### src/rtl/wr_resp_monitor_pkg.sv
package wr_resp_monitor_pkg;

    typedef enum logic [1:0] {
        RSP_OKAY   = 2'b00,
        RSP_EXOKAY = 2'b01,
        RSP_SLVERR = 2'b10,
        RSP_DECERR = 2'b11
    } rsp_code_e;

    typedef struct packed {
        logic early;
        logic hold;
        logic ovf;
    } viol_t;

    localparam viol_t VIOL_NONE = '{early: 1'b0, hold: 1'b0, ovf: 1'b0};

    function automatic logic burst_closes(input logic v, input logic r, input logic l);
        return v & r & l;
    endfunction

    function automatic logic any_viol(input viol_t v);
        return v.early | v.hold | v.ovf;
    endfunction

endpackage

### src/rtl/bmon_outstanding.sv
module bmon_outstanding
    import wr_resp_monitor_pkg::*;
#(
    parameter int MAX_OUT = 4
) (
    input  logic clk,
    input  logic rst,
    input  logic beat_fin,
    input  logic rsp_valid,
    input  logic rsp_ready,
    output logic early_evt,
    output logic ovf_evt
);
    localparam int CNT_W = $clog2(MAX_OUT + 1);
    localparam logic [CNT_W-1:0] CNT_MAX = CNT_W'(MAX_OUT);

    logic [CNT_W-1:0] cnt_q;
    logic             has_open;
    logic             retire;
    logic             admit;

    always_comb begin
        has_open  = (cnt_q != '0);
        retire    = rsp_valid & rsp_ready & has_open;
        ovf_evt   = beat_fin & (cnt_q == CNT_MAX) & ~retire;
        admit     = beat_fin & ~ovf_evt;
        early_evt = rsp_valid & ~has_open;
    end

    always_ff @(posedge clk) begin
        if (rst) begin
            cnt_q <= '0;
        end else begin
            case ({admit, retire})
                2'b10:   cnt_q <= cnt_q + 1'b1;
                2'b01:   cnt_q <= cnt_q - 1'b1;
                default: cnt_q <= cnt_q;
            endcase
        end
    end

    // the count never leaves its legal range
    a_r6_count_bounded: assert property (@(posedge clk) disable iff (rst)
        cnt_q <= CNT_MAX)
        else $error("outstanding count above limit");

    // a response handshake with work open lowers the count unless a burst also closes
    a_r3_handshake_retires: assert property (@(posedge clk) disable iff (rst)
        (rsp_valid && rsp_ready && cnt_q != '0 && !beat_fin) |=> cnt_q == $past(cnt_q) - 1'b1)
        else $error("handshake did not retire a burst");

    // without a closing beat the count cannot grow
    a_r1_no_growth_without_close: assert property (@(posedge clk) disable iff (rst)
        !beat_fin |=> cnt_q <= $past(cnt_q))
        else $error("count grew without a closing beat");
endmodule

### src/rtl/bmon_stall_check.sv
module bmon_stall_check
    import wr_resp_monitor_pkg::*;
(
    input  logic       clk,
    input  logic       rst,
    input  logic       rsp_valid,
    input  logic       rsp_ready,
    input  rsp_code_e  rsp_code,
    output logic       hold_evt
);
    logic      pend_q;
    rsp_code_e code_q;

    always_comb begin
        hold_evt = pend_q & (~rsp_valid | (rsp_code != code_q));
    end

    always_ff @(posedge clk) begin
        if (rst) begin
            pend_q <= 1'b0;
            code_q <= RSP_OKAY;
        end else begin
            pend_q <= rsp_valid & ~rsp_ready;
            code_q <= rsp_code;
        end
    end

    // a stall is pending only after an edge that saw valid without ready
    a_r4_pend_origin: assert property (@(posedge clk) disable iff (rst)
        pend_q |-> $past(rsp_valid && !rsp_ready))
        else $error("pending without stalled response");

    // a stall that keeps valid and code raises nothing
    a_r5_quiet_when_stable: assert property (@(posedge clk) disable iff (rst)
        (pend_q && rsp_valid && rsp_code == code_q) |-> !hold_evt)
        else $error("hold violation on stable response");
endmodule

### src/rtl/bmon_viol_reg.sv
module bmon_viol_reg
    import wr_resp_monitor_pkg::*;
(
    input  logic  clk,
    input  logic  rst,
    input  viol_t evt,
    output viol_t pulse_q,
    output logic  sticky_q
);
    always_ff @(posedge clk) begin
        if (rst) begin
            pulse_q  <= VIOL_NONE;
            sticky_q <= 1'b0;
        end else begin
            pulse_q  <= evt;
            sticky_q <= sticky_q | any_viol(evt);
        end
    end

    // sticky never falls while out of reset
    a_r7_sticky_holds: assert property (@(posedge clk) disable iff (rst)
        sticky_q |=> sticky_q)
        else $error("sticky flag dropped");

    // any pulse is accompanied by the sticky flag
    a_r7_pulse_sets_sticky: assert property (@(posedge clk) disable iff (rst)
        any_viol(pulse_q) |-> sticky_q)
        else $error("pulse without sticky");

    // a pulse reflects only the previous edge's event
    a_r9_pulse_one_edge: assert property (@(posedge clk) disable iff (rst)
        pulse_q.early |-> $past(evt.early))
        else $error("early pulse without event");
endmodule

### src/rtl/wr_resp_monitor.sv
module wr_resp_monitor
    import wr_resp_monitor_pkg::*;
#(
    parameter int MAX_OUT = 4
) (
    input  logic       clk,
    input  logic       rst,
    input  logic       wr_valid,
    input  logic       wr_ready,
    input  logic       wr_last,
    input  logic       rsp_valid,
    input  logic       rsp_ready,
    input  logic [1:0] rsp_code,
    output logic       err_early,
    output logic       err_hold,
    output logic       err_ovf,
    output logic       err_sticky
);
    logic  beat_fin;
    viol_t evt;
    viol_t pulse;

    assign beat_fin = burst_closes(wr_valid, wr_ready, wr_last);

    bmon_outstanding #(.MAX_OUT(MAX_OUT)) u_count (
        .clk       (clk),
        .rst       (rst),
        .beat_fin  (beat_fin),
        .rsp_valid (rsp_valid),
        .rsp_ready (rsp_ready),
        .early_evt (evt.early),
        .ovf_evt   (evt.ovf)
    );

    bmon_stall_check u_stall (
        .clk       (clk),
        .rst       (rst),
        .rsp_valid (rsp_valid),
        .rsp_ready (rsp_ready),
        .rsp_code  (rsp_code_e'(rsp_code)),
        .hold_evt  (evt.hold)
    );

    bmon_viol_reg u_viol (
        .clk      (clk),
        .rst      (rst),
        .evt      (evt),
        .pulse_q  (pulse),
        .sticky_q (err_sticky)
    );

    assign err_early = pulse.early;
    assign err_hold  = pulse.hold;
    assign err_ovf   = pulse.ovf;

    // an early pulse follows an edge that carried a response
    a_r2_early_needs_rsp: assert property (@(posedge clk) disable iff (rst)
        err_early |-> $past(rsp_valid))
        else $error("early pulse without response");

    // overflow only after a closing beat
    a_r6_ovf_needs_close: assert property (@(posedge clk) disable iff (rst)
        err_ovf |-> $past(wr_valid && wr_ready && wr_last))
        else $error("overflow without closing beat");
endmodule

### config.mk
export PLATFORM = sky130hd
export DESIGN_NAME = wr_resp_monitor
export DESIGN_NICKNAME = d
export VERILOG_FILES = /design/src/rtl/wr_resp_monitor_pkg.sv /design/src/rtl/bmon_outstanding.sv /design/src/rtl/bmon_stall_check.sv /design/src/rtl/bmon_viol_reg.sv /design/src/rtl/wr_resp_monitor.sv
export SDC_FILE = /design/constraint.sdc
export NUM_CORES = 1
export LEC_CHECK = 0
export ABC_AREA = 1
export BUFFER_PORTS_ARGS = -buffer_cell sky130_fd_sc_hd__buf_2
export CAP_MARGIN = 10
export CORE_MARGIN = 3
export CORE_UTILIZATION = 35
export CTS_BUF_LIST = sky130_fd_sc_hd__clkbuf_8
export CTS_CLUSTER_SIZE = 8
export DETAILED_ROUTE_END_ITERATION = 16
export GPL_ROUTABILITY_DRIVEN = 0
export SLEW_MARGIN = 0
export SYNTH_ARGS = -nofsm -noshare
export SYNTH_HDL_FRONTEND = slang
export SYNTH_SLANG_ARGS = --single-unit
### constraint.sdc
create_clock -name clk -period 1.8 [get_ports clk]
set_input_delay 0.09 -clock clk [delete_from_list [all_inputs] [get_ports clk]]
set_output_delay 0.09 -clock clk [all_outputs]
set_load 0.005 [all_outputs]
### Word-level counts from Yosys, hierarchy flattened

Cells that the tools add are included.

| word-level totals | value |
|---|---|
| bits in registers | 10 |
| input bits | 9 |
| output and inout port bits | 4 |
| logic and storage cells | 35 |

| cells by class | value |
|---|---|
| add/sub/neg operators | 2 |
| equal/unequal tests | 4 |
| multiplexer cells | 1 |
| bitwise logic cells | 19 |
| reductions and logical operators | 2 |

Operators with widths:

| cell | number |
|---|---|
| 1-bit bitwise AND | 10 |
| 3-bit case mux with 2 select lines | 1 |
| 1-bit NOT | 5 |
| 1-bit OR | 4 |
| 3-bit by 1-bit adder with 3-bit output (second input constant) | 1 |
| 3-bit == test (second input constant) | 1 |
| 3-bit nonzero test | 1 |
| 3-bit by 1-bit subtractor with 3-bit output (second input constant) | 1 |
| 2-bit by 1-bit == test with 1-bit output (second input constant) | 1 |
| 2-bit == test (second input constant) | 1 |
| 2-bit inequality test | 1 |
| 2-bit nonzero test | 1 |

### Logic depth before layout (Yosys ltp)

Gate-level depths: netlist (run 1).

| depth | value |
|---|---|
| word-level depth | 8 |
| gate-level depth with buffers | 9 |
| gate-level depth less buffers | 9 |

### Hierarchy

From an unflattened synthesis (run 1), not the netlist that was laid out.

| unflattened totals | value |
|---|---|
| cell total of the unflattened synthesis | 72 |
| area, all modules | 475.5 µm² |

By module, submodules not included:

| module | instances | cells each | area an instance (µm²) | seq. area each (µm²) |
|---|---|---|---|---|
| bmon_outstanding | 1 | 38 | 224.0 | 60.1 |
| bmon_stall_check | 1 | 18 | 122.6 | 60.1 |
| bmon_viol_reg | 1 | 13 | 115.1 | 80.1 |
| wr_resp_monitor | 1 | 3 | 13.8 | 0.0 |

### Least setup slack after synthesis (run 1)

OpenSTA, ideal clock, no wires.

| timing | value |
|---|---|
| path kind | reg2reg |
| start | reg u_count.cnt_q[0] |
| end | reg u_count.cnt_q[2] |
| library setup time | 0.115 ns |
| arrival time | 1.278 ns |
| data required time | 1.685 ns |
| setup slack | 0.407 ns |
| stages on the path, launching flop included | 9 |
| buffers on the path | 0 |
| clock period less this slack | 1.393 ns |
| cells stage by stage | dfxtp_1 -> nor2_2 -> nand2_2 -> nand3_2 -> fa_1 -> inv_1 -> nand4_1 -> a21oi_1 -> nor2_1 |

| on the way | value |
|---|---|
| word-level cells in the longest chain between the ends | 8 |
| elaborated cells on any way between the ends | 14 |
| those cells by class | add/sub: 2; eq/ne: 3; mux: 1; bitwise: 6; reduce/logical: 2 |

Ends and longest elaborated chain:

| item | line | source |
|---|---|---|
| from (decl) | bmon_outstanding.sv:17 | `logic [CNT_W-1:0] cnt_q;` |
| from (signal assigned) | bmon_outstanding.sv:35 | `2'b10: cnt_q <= cnt_q + 1'b1;` |
| from (signal assigned) | bmon_outstanding.sv:36 | `2'b01: cnt_q <= cnt_q - 1'b1;` |
| from (signal assigned) | bmon_outstanding.sv:37 | `default: cnt_q <= cnt_q;` |
| 3-bit nonzero test | bmon_outstanding.sv:23 | `has_open = (cnt_q != '0);` |
| 1-bit bitwise AND | bmon_outstanding.sv:24 | `retire = rsp_valid & rsp_ready & has_open;` |
| 1-bit NOT | bmon_outstanding.sv:25 | `ovf_evt = beat_fin & (cnt_q == CNT_MAX) & ~retire;` |
| 1-bit bitwise AND | bmon_outstanding.sv:25 |  |
| 1-bit NOT | bmon_outstanding.sv:26 | `admit = beat_fin & ~ovf_evt;` |
| 1-bit bitwise AND | bmon_outstanding.sv:26 |  |
| 2-bit by 1-bit == test with 1-bit output / 2-bit == test (equally long branches) | bmon_outstanding.sv:34 | `case ({admit, retire})` |
| 3-bit case mux with 2 select lines / 2-bit nonzero test (equally long branches) | -- |  |

Several ways; a longest one is shown, not always the timed one.
A chain may end at the register's enable or synchronous reset.

### Worst setup path after layout (run 1)

| timing | value |
|---|---|
| start | reg u_count.cnt_q[1] |
| end | reg u_count.cnt_q[2] |

The elaborated chain is that of the path after synthesis.

==> impl_metrics.tcl, run 1 <==
set metrics [dict create \
    status "complete, no violations" \
    gr-usage-all-layers 0.1098 \
    setup_tns_ns 0 \
    max_slew_margin 0.8278 \
    cap_violations 0 \
    hpwl_um 684.9 \
    clock_sinks 10 \
    path_max_fanout 4 \
    syn2layout_area_growth_pct 28.80 \
    grt-ovfl-total 0 \
    ys_seq_area_frac 0.4348 \
    hold_viol 0 \
    post-route-period-util 0.8353 \
    wl_met1_um 406 \
    io_pins 13 \
    fin_worst_skew_ns 0.003328 \
    seq_area_sq_um 200.2 \
    wire_per_inst_um 9.315 \
    path_buf_inv 1 \
    postCtsSetupBuffers 0 \
    grt_max_degree 7 \
    fp.dieH_um 42.27 \
    slowest_delay_ns 0.40 \
    drc_errors 0 \
    finalPower_uw 614.8 \
    cts_hold_buf 0 \
    rows 12 \
    drtIter0Drc 4 \
    diodes 0 \
    async_flop_share 0 \
    grt_pass1_wl_um 1462 \
    syn-cell-area_sq_um 460.4 \
    slowest_stage "fa_1" \
    worst_pin_slew_ns 0.2562 \
    fin_nets 86 \
    antenna_left 0 \
    finalSetupViolations 0 \
    synth_warnings 0 \
    synth_area_leaders "dfxtp_1, nand2_1, inv_1" \
    hold_class "input port to flop" \
    p_leak_uw 0.0002971 \
    multiInputGateArea_sq_um 219.0 \
    yosysUniqueCellTypes 17 \
    critPathLaunchType "flop" \
    irDropWorstVdd_mv 0.5122 \
    wl_met3_um 51 \
    synth_top_area_frac 0.4348 \
    postCtsResizedCells 0 \
    crit_path_cell_trace "nor2_2 > nand2_2 > nand3_2 > fa_1 > inv_1 > nand4_1 > a21oi_1 > nor2_1" \
    num_vias 407 \
    crit_required_ns 1.93 \
    grt_pass1_vias 371 \
    syn_inst 59 \
    endpoint_kind "flop" \
    insertion_delay_ns 0.23 \
    port_buffers 12 \
    yosys.area.top_type "dfxtp_1" \
    critPathKind "flop to flop" \
    fp.dieArea_sq_mm 0.001787 \
    vias_per_cell 4.573 \
    max_freq_mhz 665.1 \
    fillers 116 \
    critPathTopFamily "simple AND/OR/NAND/NOR gates" \
    ys_ff_latch 10 \
    avgSynthCellArea_sq_um 7.804 \
    coreArea_sq_mm 0.001171 \
    synth_nets 69 \
    ys.flop_type "dfxtp_1" \
    cts_made_buffers 3 \
    clockBufferDepth 2 \
    antenna_found_initial 0 \
    synth-edff-count 0 \
    slew_viol_final 0 \
    start_util 0.3932 \
    dr_wl_met2_um 364 \
    clkTransAtPathRegs_ns 0.05 \
    cts-root-buf "clkbuf_8" \
    drt-total-wl_um 829 \
    drt_first_pass_iters 4 \
    critPathArrivalTime_ns 1.63 \
    min_period_ns 1.504 \
    ys_top_cells_by_count "dfxtp_1, nand2_1, inv_1, nor2_1" \
    rsz0062_at_grt "false" \
    drive_gt1_frac 0.3600 \
    power_density_mw_per_mm2 1037 \
    cts_max_level 1 \
    cts_tree "built" \
    top_layer "met4" \
    die-width_um 42.27 \
]
==> layout by cell type, fill, tap and decap left out, drive strengths merged <==
cell type,synthesis,routed
clkbuf,0,4
o21a,1,1
a21oi,3,3
nor4,1,1
nand4,2,2
fa,1,1
buf,0,12
nor2,8,8
inv,11,11
o21ai,1,1
nand3b,1,1
dfxtp,10,10
nand3,6,6
nand2,14,14
==> path summary, 6_finish.rpt <==
| kind | from | to | slack [ns] | cells past startpoint |
|---|---|---|---|---|
| max | u_count.cnt_q[1] | u_count.cnt_q[2] | 0.30 | 8 |
| min | rsp_ready | u_stall.pend_q | 0.02 | 2 |
| max reg2reg | u_count.cnt_q[1] | u_count.cnt_q[2] | 0.30 | 8 |
| min reg2reg | u_viol.sticky_q | u_viol.sticky_q | 0.49 | 2 |
==> power breakdown <==
group,internal (uW),switching [uW]
sequential,239,8.95
clock,192,86.2
combinational,35.8,52.8
total,467,148
==> routing by layer <==
| metal | GRT usage | up-vias |
|---|---|---|
| li1 | - | 219 |
| met1 | 0.1377 | 178 |
| met2 | 0.1550 | 8 |
| met3 | 0.06438 | 2 |
| met4 | 0.03727 | 0 |
| met5 | 0 | - |
==> registers in the layout, summed over array words and instances (netlist names) <==
signal           count
u_count.cnt_q        3
u_viol.pulse_q       3
u_stall.code_q       2
u_viol.sticky_q      1
u_stall.pend_q       1
==> through the flow <==
| stage | std cells | instance area [sq um] | util | hold slack, ns | worst slack (ns) |
|---|---|---|---|---|---|
| 3_5_place_dp | 85 | 538.0 | 0.4594 | 0.2667 | 0.2939 |
| 3_3_place_gp | 85 | 538.0 | 0.4594 | 0.2632 | 0.3173 |
| 2_1_floorplan | 59 | 460.4 | - | 0.1524 | 0.4066 |
| 6_report | 89 | 593.1 | 0.5064 | 0.02205 | 0.2965 |
| 5_1_grt | 89 | 593.1 | 0.5064 | 0.03290 | 0.1549 |
| 4_1_cts | 89 | 593.1 | 0.5064 | 0.01791 | 0.2838 |
==> layout make-up <==
type	instances	area share
multi-input cells	38	0.3692
flip-flops and latches	10	0.3376
repair buffers	12	0.1013
clock buffers	4	0.09283
inverters	11	0.06962
well taps	14	0.02954
==> cells by family (layout without fill, tap and decap cells) <==
logic type,after synthesis,count (layout),synth area share
AOI/OAI and AO/OA,5,5,0.06793
and+or+nand+nor,32,32,0.3642
adders and majority gates,1,1,0.04348
buffers and inverters,11,27,0.08967
DFF,10,10,0.4348
(Power assumes the default switching activity.)
==> run 2, diff against run 1 <==
==> constraint.sdc (replaced) <==
create_clock -name clk -period 1.3 [get_ports clk]
set_input_delay 0.065 -clock clk [delete_from_list [all_inputs] [get_ports clk]]
set_output_delay 0.065 -clock clk [all_outputs]
set_load 0.005 [all_outputs]
==> impl_metrics.tcl, run 2 (same netlist as run 1, synthesis figures left out) <==
set metrics [dict create \
    rows 12 \
    slowest_stage "dfxtp_4" \
    cts_made_buffers 3 \
    postCtsSetupBuffers 0 \
    irDropWorstVdd_mv 1.097 \
    post-route-period-util 1.059 \
    dpl.cell_count 91 \
    finalSetupViolations 1 \
    grt_pass1_vias 354 \
    r2r_setup_slack_ns -0.08 \
    crit_required_ns 1.43 \
    drt-total-wl_um 953 \
    max_freq_mhz 726.5 \
    drive_gt1_frac 0.4512 \
    vias_per_cell 4.438 \
    cts_tree "built" \
    insertion_delay_ns 0.23 \
    final_cell_mix "buf_2, nand2_1, inv_1" \
    p_leak_uw 0.0003325 \
    hpwl_um 731.6 \
    drc_errors 0 \
    worst_pin_slew_ns 0.2370 \
    clockBufferDepth 2 \
    die-width_um 42.27 \
    violations "negative setup slack" \
    grt_pass1_wl_um 1428 \
    clkTransAtPathRegs_ns 0.05 \
    max_slew_margin 0.8407 \
    hp-start "rst" \
    worstHoldEndpoint "u_count.cnt_q[0]" \
    slew_viol_final 0 \
    fin_ws_ns -0.07637 \
    critPathTopFamily "flip-flops" \
    top_regs "u_count.cnt_q: 3 flops, u_viol.pulse_q: 3 flops, u_stall.code_q: 2 flops" \
    critPathKind "flop to flop" \
    status "finished with violations" \
    cap_violations 0 \
    fp.dieArea_sq_mm 0.001787 \
    drt_first_pass_iters 4 \
    finalPower_uw 894.0 \
    layout_commonest_cell "buf_2" \
    coreArea_sq_mm 0.001171 \
    rr_worst_depth 8 \
    placed_area_sq_um 585.6 \
    fp.dieH_um 42.27 \
    power_density_mw_per_mm2 1346 \
    hold_viol 0 \
    path_max_fanout 3 \
    endpoint_kind "flop" \
    cts_max_level 1 \
    reg2reg_from "u_count.cnt_q[0]" \
    crit_path_cell_trace "nor2_4 > nand2_2 > nand3_2 > fa_2 > inv_1 > nand4_1 > a21oi_2 > nor2_1" \
    pre_cts_ws_ns -0.07393 \
    final_area_sq_um 664.4 \
    antenna_found_initial 0 \
    grt_max_degree 7 \
    drtIter0Drc 11 \
    fin_worst_skew_ns 0.0008733 \
    min_period_ns 1.376 \
    rsz0062_at_grt "true" \
    diodes 0 \
    slowest_delay_ns 0.36 \
    antenna_left 0 \
    port_buffers 12 \
    grt-ovfl-total 0 \
    gr-usage-all-layers 0.1072 \
    fin_cells 96 \
    fin_nets 93 \
    path_buf_inv 1 \
    syn2layout_area_growth_pct 44.29 \
    io_pins 13 \
    critPathLaunchType "flop" \
    clock_sinks 10 \
    critPathArrivalTime_ns 1.51 \
    fillers 115 \
    hold_class "input port to flop" \
    num_vias 426 \
    cts-root-buf "clkbuf_8" \
    min_path_cells 2 \
    r2r-end "u_count.cnt_q[2]" \
    start_util 0.3932 \
    setup_tns_ns -0.07637 \
    wire_per_inst_um 9.927 \
]
## run 2: changes by cell type in the layout (fill, tap and decap cells not counted)
cell | before | now
a21oi_2 | 1 | 2
fa_1 | 1 | 0
dfxtp_4 | 0 | 1
dfxtp_2 | 0 | 1
buf_4 | 0 | 6
fa_2 | 0 | 1
a21oi_1 | 2 | 1
dfxtp_1 | 10 | 8
nor2_4 | 0 | 1
dlygate4sd3_1 | 0 | 1
nor2_2 | 1 | 0
## run 2: area by class of cell
cell class	instances	area (sq um)	area share
clock buffers	4	55.05	0.08286
multi-input cells	38	230.2	0.3465
well taps	14	17.52	0.02637
inverters	11	41.29	0.06215
flip-flops and latches	10	205.2	0.3089
repair buffers	19	115.1	0.1733
## run 2: what timing repair did
| item | 4_1_cts | 5_1_grt |
|---|---|---|
| pin swaps | 0 | 2 |
| endpoints found under the hold margin | 1 | 0 |
| hold buffers | 1 | 0 |
| gates resized for setup | 2 | 3 |
| endpoints found under the setup margin | 2 | 2 |
## run 2: worst max-delay path by stage
stage	from	to	slack, ns	cells past startpoint
finish	u_count.cnt_q[0]	u_count.cnt_q[2]	-0.08	8
global route	u_count.cnt_q[0]	u_count.cnt_q[2]	-0.18	9
CTS	u_count.cnt_q[0]	u_count.cnt_q[2]	-0.05	8
detailed placement	u_count.cnt_q[1]	u_count.cnt_q[2]	-0.07	8
global placement	u_count.cnt_q[0]	u_count.cnt_q[2]	-0.05	8
floorplan	u_count.cnt_q[0]	u_count.cnt_q[2]	-0.05	8
## run 2: routing by layer
metal / part of all wire / track usage / vias to the layer above / routed length, um
li1: - / - / 233 / -
met1: 0.45 / 0.1299 / 181 / 431
met2: 0.47 / 0.1550 / 12 / 452
met3: 0.072 / 0.06438 / 0 / 69
met4: 0 / 0.03727 / 0 / 0
met5: 0 / 0 / - / 0
## run 2: power by group
group / internal, uW / switching (uW) / leakage, uW
clock network: 266 / 124 / 0.0000288
registers: 332 / 14.9 / 0.0000834
logic: 75.9 / 81.0 / 0.000220
## run 2: metrics by stage
stage,util,hold WS [ns]
after global placement,0.5000,0.2414
after detailed placement,0.5000,0.2438
after CTS,0.5577,0.05682
after floorplan,-,0.1274
final,0.5673,0.05721
after global routing,0.5673,0.05175
